File: config.mk
export PLATFORM = sky130hd
export DESIGN_NAME = rc_slope_adc
export DESIGN_NICKNAME = d
export VERILOG_FILES = /design/src/rtl/rc_slope_adc.sv
export SDC_FILE = /design/constraint.sdc
export NUM_CORES = 1
export LEC_CHECK = 0
export BUFFER_PORTS_ARGS = -buffer_cell sky130_fd_sc_hd__buf_2
export CAP_MARGIN = 20
export CORE_MARGIN = 2
export CORE_UTILIZATION = 55
export CTS_BUF_LIST = sky130_fd_sc_hd__clkbuf_2
export CTS_CLUSTER_SIZE = 28
export DETAILED_ROUTE_END_ITERATION = 10
export GPL_TIMING_DRIVEN = 0
export MAX_ROUTING_LAYER = met4
export PLACE_DENSITY = 0.85
export SYNTH_ARGS = -nofsm -noshare
export SYNTH_HDL_FRONTEND = slang
export SYNTH_SLANG_ARGS = --single-unit
export TNS_END_PERCENT = 5
File: constraint.sdc
create_clock -name clk -period 3.9 [get_ports clk]
set_input_delay 0.195 -clock clk [delete_from_list [all_inputs] [get_ports clk]]
set_output_delay 0.195 -clock clk [all_outputs]
set_load 0.02 [all_outputs]
File: src/rtl/rc_slope_adc.sv
module rc_slope_adc #(
  parameter int CLK_DIV      = 8,
  parameter int CNT_W        = 8,
  parameter int RES_W        = 6,
  parameter int GUARD_CYCLES = 25000
) (
  input  logic             clk,
  input  logic             rst_n,
  input  logic             start,
  input  logic             cmp_in,
  output logic             charge,
  output logic             busy,
  output logic             done,
  output logic             over_range,
  output logic [RES_W-1:0] result
);

  localparam int DIV_W = (CLK_DIV > 1) ? $clog2(CLK_DIV) : 1;
  localparam int GRD_W = $clog2(GUARD_CYCLES + 1);
  localparam logic [CNT_W-1:0] PRELOAD  = CNT_W'((2 ** CNT_W) - (2 ** RES_W));
  localparam logic [CNT_W-1:0] CNT_TOP  = '1;
  localparam logic [DIV_W-1:0] DIV_LAST = DIV_W'(CLK_DIV - 1);
  localparam logic [RES_W-1:0] RES_FULL = '1;
  localparam logic [GRD_W-1:0] GRD_LOAD = GRD_W'(GUARD_CYCLES);

  logic [2:0]       cmp_sync;
  logic             running;
  logic [DIV_W-1:0] div;
  logic [CNT_W-1:0] cnt;
  logic [GRD_W-1:0] guard;

  logic             rise, tick, wrap, trip, finish, accept;
  logic [CNT_W-1:0] span;
  logic [RES_W-1:0] code;

  assign rise   = cmp_sync[1] & ~cmp_sync[2];
  assign tick   = running && (div == DIV_LAST);
  assign wrap   = tick && (cnt == CNT_TOP);
  assign trip   = running && rise;
  assign finish = trip || wrap;
  assign busy   = running || (guard != '0);
  assign accept = start && !busy;
  assign span   = cnt - PRELOAD;
  assign code   = (span == '0) ? '0 : RES_W'(span - 1'b1);

  always_ff @(posedge clk or negedge rst_n) begin
    if (!rst_n) cmp_sync <= '0;
    else        cmp_sync <= {cmp_sync[1:0], cmp_in};
  end

  always_ff @(posedge clk or negedge rst_n) begin
    if (!rst_n) begin
      running    <= 1'b0;
      charge     <= 1'b0;
      done       <= 1'b0;
      over_range <= 1'b0;
      result     <= '0;
      div        <= '0;
      cnt        <= '0;
      guard      <= '0;
    end else if (accept) begin
      done       <= 1'b0;
      over_range <= 1'b0;
      cnt        <= PRELOAD;
      div        <= '0;
      running    <= 1'b1;
      charge     <= 1'b1;
    end else if (finish) begin
      running    <= 1'b0;
      charge     <= 1'b0;
      done       <= 1'b1;
      guard      <= GRD_LOAD;
      over_range <= !trip;
      result     <= trip ? code : RES_FULL;
    end else begin
      if (running) begin
        div <= tick ? '0 : div + 1'b1;
        if (tick) cnt <= cnt + 1'b1;
      end
      if (guard != '0) guard <= guard - 1'b1;
    end
  end


  accept_chk: assert property (@(posedge clk) disable iff (!rst_n)
    (start && !busy) |=> (charge && busy && !done));


  end_chk: assert property (@(posedge clk) disable iff (!rst_n)
    done |-> !charge);


  over_sat_chk: assert property (@(posedge clk) disable iff (!rst_n)
    over_range |-> (result == RES_FULL));


  in_range_chk: assert property (@(posedge clk) disable iff (!rst_n)
    (done && !over_range) |-> (result != RES_FULL));


  guard_block_chk: assert property (@(posedge clk) disable iff (!rst_n)
    (busy && !charge) |=> !charge);


  hold_chk: assert property (@(posedge clk) disable iff (!rst_n)
    (done && !(start && !busy)) |=> (done && $stable(result) && $stable(over_range)));


  clear_chk: assert property (@(posedge clk) disable iff (!rst_n)
    (start && !busy) |=> !over_range);

endmodule

======== Yosys cells after proc, flatten, opt, wreduce, memory -nomap -nowiden ========
Index checks and enable logic that the tools add are counted.
word-level totals
  register bits ........................... 38
  latch bits .............................. 0
  memory bits (writable) .................. 0
  memory bits (read-only) ................. 0
  input bits .............................. 4
  output and inout port bits .............. 10
  logic and storage cells ................. 55
  memories kept ........................... 0
cells by class
  add/sub/neg operators ................... 5
  $mul .................................... 0
  div/mod/pow operators ................... 0
  order comparisons ....................... 0
  equal/unequal tests ..................... 3
  shift operators ......................... 0
  multiplexer cells ....................... 18
  bitwise logic cells ..................... 3
  reduce and logical (&&, ||, !) cells .... 18
operator list
  cell                                                count
  2-to-1 mux 8 bit                                    4
  2-to-1 mux 15 bit                                   2
  nonzero test 15 bit                                 1
  subtractor 15 x 1 -> 15 bit, second input constant  1
  2-to-1 mux 3 bit                                    4
  2-to-1 mux 6 bit                                    2
  adder 8 x 1 -> 8 bit, second input constant         1
  == test 8 bit, second input constant                1
  logical NOT 8 bit                                   1
  nonzero test 2 bit                                  4
  subtractor 8 bit, second input constant             1
  2-to-1 mux 1 bit                                    6
  AND reduction 2 bit                                 3
  subtractor 6 x 1 -> 6 bit, second input constant    1
  logical AND 1 bit                                   4
  adder 3 x 1 -> 3 bit, second input constant         1
  == test 3 bit, second input constant                1
  AND reduction 3 bit                                 1
  logical NOT 1 bit                                   2
  logical OR 1 bit                                    2
  != test 2 x 1 -> 1 bit, second input constant       1
  NOT 1 bit                                           2
  bitwise AND 1 bit                                   1

======== Longest topological paths before layout ========
  depth after elaboration ................. 6
  gate-level depth with buffers ........... 7
  mapped depth without buffers ............ 7

======== Worst setup path before layout ========
OpenSTA, ideal clock, no wires.
  kind .................................... flip-flop to flip-flop
  start point ............................. register div[0]
  end point ............................... register cnt[6]
  data arrival time ....................... 1.795 ns
  required time ........................... 3.781 ns
  path slack .............................. 1.986 ns
  stages on the path, launching flop included .. 8
  buffers on the path ..................... 1
  clock period less this slack ............ 1.914 ns
  cells stage by stage .................... dfrtp_1 > ha_1 > ha_1 > and3_1 > a41oi_2 > clkbuf_1 > nand3_1 > o21a_1
on the way
  word-level cells in the longest chain between the ends .. 6
  elaborated cells between the ends (all ways) .. 7
  those cells by class .................... eq/ne: 2; reduce/logical: 5
RTL lines
  what                                     line  RTL
  start: declaration                       28    logic [DIV_W-1:0] div;
  start signal: assignment                 77    div <= tick ? '0 : div + 1'b1;
  == test 3 bit *                          37    assign tick = running && (div == DIV_LAST);
  logical AND 1 bit *                      37
  logical AND 1 bit                        38    assign wrap = tick && (cnt == CNT_TOP);
  logical OR 1 bit                         40    assign finish = trip || wrap;
  != test 2 x 1 -> 1 bit (no source line)  n/a
  AND reduction 3 bit (no source line) *   n/a
  end signal: assignment                   78    if (tick) cnt <= cnt + 1'b1;
  end: declaration                         29    logic [CNT_W-1:0] cnt;
Mark *: on every way between the ends. The rest lies on a longest branch, timed or not.
A chain may end at the register's enable or synchronous reset.

======== Worst setup path after layout ========
  start point ............................. register div[0]
  end point ............................... register cnt[7]
The elaborated chain is that of the path after synthesis.

==> metrics.md <==
| Metric | Value |
|---|---|
| Router iterations before antenna repair | 4 |
| Row count | 21 |
| Asr flop ratio synth | 100% |
| Setup Total Neg Slack | 0 ps |
| Inst Count DP | 247 |
| P per Cell Area | between 500 and 600 nW/um^2 |
| Die ar. | 3990 um^2 |
| Cell Area, Synth | 1930 um^2 |
| Total CTS buffers | 5 |
| Fin. Hold Viols | 0 |
| Number of enable flip-flop cells after synthesis | 0 |
| Vias per cell | 5.70 |
| Leak Pwr | 0.954 nW |
| Clock share of power | about a fifth |
| PortBufs | 13 |
| Max-cap violation count | 0 |
| Req. time, crit path | 4250 ps |
| Max-slew violation count | 0 |
| Worst vdd rail ir drop | 0.000334 V |
| Via count | 1465 |
| Worst min-delay path class | in2reg |
| CTS root buf | clkbuf_2 |
| Fmax | around 0.42 GHz |
| Top post-synthesis cells by area | dfrtp_1 (49%), ha_1 (4.5%), nor2_1 (4.3%) |
| Reg-to-reg critical path startpoint | div[0] |
| Drt wl/cell | 14.4 um |
| WL final | 3700 um |
| Fin crit share | between 60% and 70% |
| Worst-margin pin slew | ~820 ps |
| Setup bufs post-CTS | 0 |
| Post-Layout Cell Count | 257 |
| Sequential share of the synthesized area | 49.4% |
| Startpoint Class | flip-flop |
| Antenna viol nets, final | 0 |
| NumNets Final | 221 |
| Total gr overflow | 0 |
| H-tree depth | 2 |
| Worst r2r path cells | 7 |
| Setup violators final | 0 |
| Max FO, Critical Path | 10 |
| Seq pwr share | 49.4% |
| Initial core utilization | 57.7% |
| Worst reg-to-reg setup slack | 1530 ps |
| # resized after CTS | 0 |
| Distinct cells, synth | between 40 and 50 |
| Core area | between 3000 and 4000 um^2 |
| Largest net degree at the start of global routing | 39 |
| Register area | 951 um^2 |
| Critical path class | reg2reg |
| Hold buffers post-CTS | 2 |
| Syn_nets | slightly below 200 |
| Fin Hold WS | 268 ps |
| Gate power share | 30.6% |
| Share of cells above drive strength 1 | 14.2% |
| Final GP Congestion | 0.840 |
| Final Power | 1.20 mW |
| Post-DP HPWL | around 2600 um |
| Post-layout min period | 2370 ps |
| Mapped Cells | between 150 and 200 |
| Yosys reg bits | 38 |
| NetSw | 425 uW |
| Pint | 778 uW |
| Status | complete, no violations |
| Clk buf depth | 2 |
| RR Endpoint | cnt[7] |
| Clock sinks | 38 |
| CP Capture Type | flip-flop |
| Synthesis Warnings | 0 |
| Setup crit end | cnt[7] |
| Syn_area_per_cell | ~10 um^2 |
| Residual DRC | 0 |
| Initial antenna violation count | 0 |
| Top Ports | 14 |
| Layout area overhead | 10.8% |
| Inserted Diodes | 0 |
| Vias in the first global route | about 1400 |
| DIE HEIGHT | 63.2 um |
| Die Wd | 63.2 um |
| Crit path launch | div[0] |
| Footprint of the multi-input gates | 930 um^2 |
| Crit path DAT | 2720 ps |
| Dominant cell type by area after synthesis | dfrtp_1 |
| CTS tree | built |
| Fill cells | about 280 |
| Fin util | between 60% and 70% |
| RSZ-0062 raised after global routing | no |
| Total track usage | 21.9% |
| Top_reg_cell synth | dfrtp_1 |
| Yosys top cell area share | 49.4% |
| Worst-skew pair later-pin latency | roughly 410 ps |
| CTS clk-pin slew, worst paths | approximately 200 ps |
| First-pass GRT wire length | 6600 um |
| Slew headroom | a little under half |
| Layout Skew | about 25 ps |
| Switching Fraction | 35.3% |
| Iter 0 DRT Violations | 51 |
==> per-layer routing <==
metal | share of wire (%) | GRT usage (%) | up-vias
met5 | 0 | - | -
met4 | 1.6 | 7.61 | 0
met3 | 4.1 | 5.36 | 5
met2 | 48 | 34.2 | 28
met1 | 46 | 28.3 | 731
li1 | - | - | 701
==> cell usage after synthesis (2+ instances only) <==
cell type  count
a21oi_1        8
a22o_1         4
and2_1         6
and3_1         3
and3b_1        2
and4_1         3
clkbuf_1       4
dfrtp_1       38
ha_1           7
inv_1          6
mux2i_1        2
nand2_1       10
nand3_1        7
nor2_1        22
nor2b_1        4
nor3_1         5
o21a_1         5
o21ai_0        8
o21ai_1        5
o31ai_1        2
or3_1          3
or4_4          2
xnor2_1        9
xor2_1         5
==> worst min-delay path by stage <==
stage	startpoint	endpoint	slack (ps)	depth (start not counted)
after global placement	cmp_in	cmp_sync[0]	300	1
after floorplan	rst_n	cmp_sync[0]	-100	0
after CTS	start	running	260	3
after global routing	start	running	280	3
after detailed placement	cmp_in	cmp_sync[0]	310	1
final	start	running	270	3
==> sequential cells by signal (all words and copies together) (netlist names) <==
name        cells
over_range      1
running         1
result          6
done            1
cnt             8
div             3
guard          15
cmp_sync        3
==> cells in the final DEF, fill, tap and decap left out, types with 2 or more instances in the layout <==
| cell | n |
|---|---|
| or3_1 | 3 |
| nor2_1 | 22 |
| clkinv_2 | 2 |
| a22o_1 | 4 |
| o21ai_0 | 8 |
| nand3_1 | 7 |
| buf_2 | 13 |
| mux2i_1 | 2 |
| o21a_1 | 5 |
| a21oi_1 | 8 |
| nor2b_1 | 4 |
| ha_1 | 7 |
| dlygate4sd3_1 | 2 |
| nand2_1 | 10 |
| inv_1 | 6 |
| xor2_1 | 5 |
| and3_1 | 3 |
| and2_1 | 6 |
| clkbuf_1 | 4 |
| or4_4 | 2 |
| dfrtp_1 | 38 |
| o31ai_1 | 2 |
| nor3_1 | 5 |
| clkbuf_2 | 5 |
| xnor2_1 | 9 |
| o21ai_1 | 5 |
| and4_1 | 3 |
| and3b_1 | 2 |
==> power groups by stage <==
stage | Combinational [mW] | Sequential [mW] | Clock (mW)
after floorplan | 0.238 | 0.622 | 0
after global placement | 0.356 | 0.593 | 0
after detailed placement | 0.368 | 0.601 | 0
after CTS | 0.371 | 0.592 | 0.245
after global routing | 0.421 | 0.610 | 0.262
final | 0.368 | 0.595 | 0.240
==> stage by stage <==
| stage | worst slack [ps] | cell area (um^2) |
|---|---|---|
| 6_report | 1530 | 2130 |
| 5_1_grt | 1350 | 2130 |
| 4_1_cts | 1530 | 2130 |
| 3_5_place_dp | 1600 | 2050 |
| 3_3_place_gp | 1630 | 2050 |
| 2_1_floorplan | 1990 | 1930 |
==> final cells by class <==
| type | instances | area share (%) |
|---|---|---|
| well taps | 46 | 2.70 |
| plain buffers | 5 | 1.06 |
| multi-input cells | 139 | 43.6 |
| clock inverters | 3 | 1.88 |
| flip-flops and latches | 38 | 44.6 |
| clock buffers | 5 | 1.17 |
| inverters | 6 | 1.06 |
| repair buffers | 15 | 3.99 |
==> worst max-delay path: stages, from the launching register on <==
cell      delay, ps
dfrtp_1         440
ha_1            210
ha_1            240
and3_1          260
a41oi_2         420
clkbuf_1        440
o21ai_1         130
a21oi_1         170
==> cells by family after synthesis <==
family / share of synthesized area (%)
AND/OR/NAND/NOR: 22.9
flip-flops: 49.4
AO/OA/AOI/OAI: 12.7
buffers and inverters: 2.34
adder cells (fa/ha/maj): 4.55
multiplexers: 1.82
XOR/XNOR: 6.37
(Power assumes the default switching activity.)
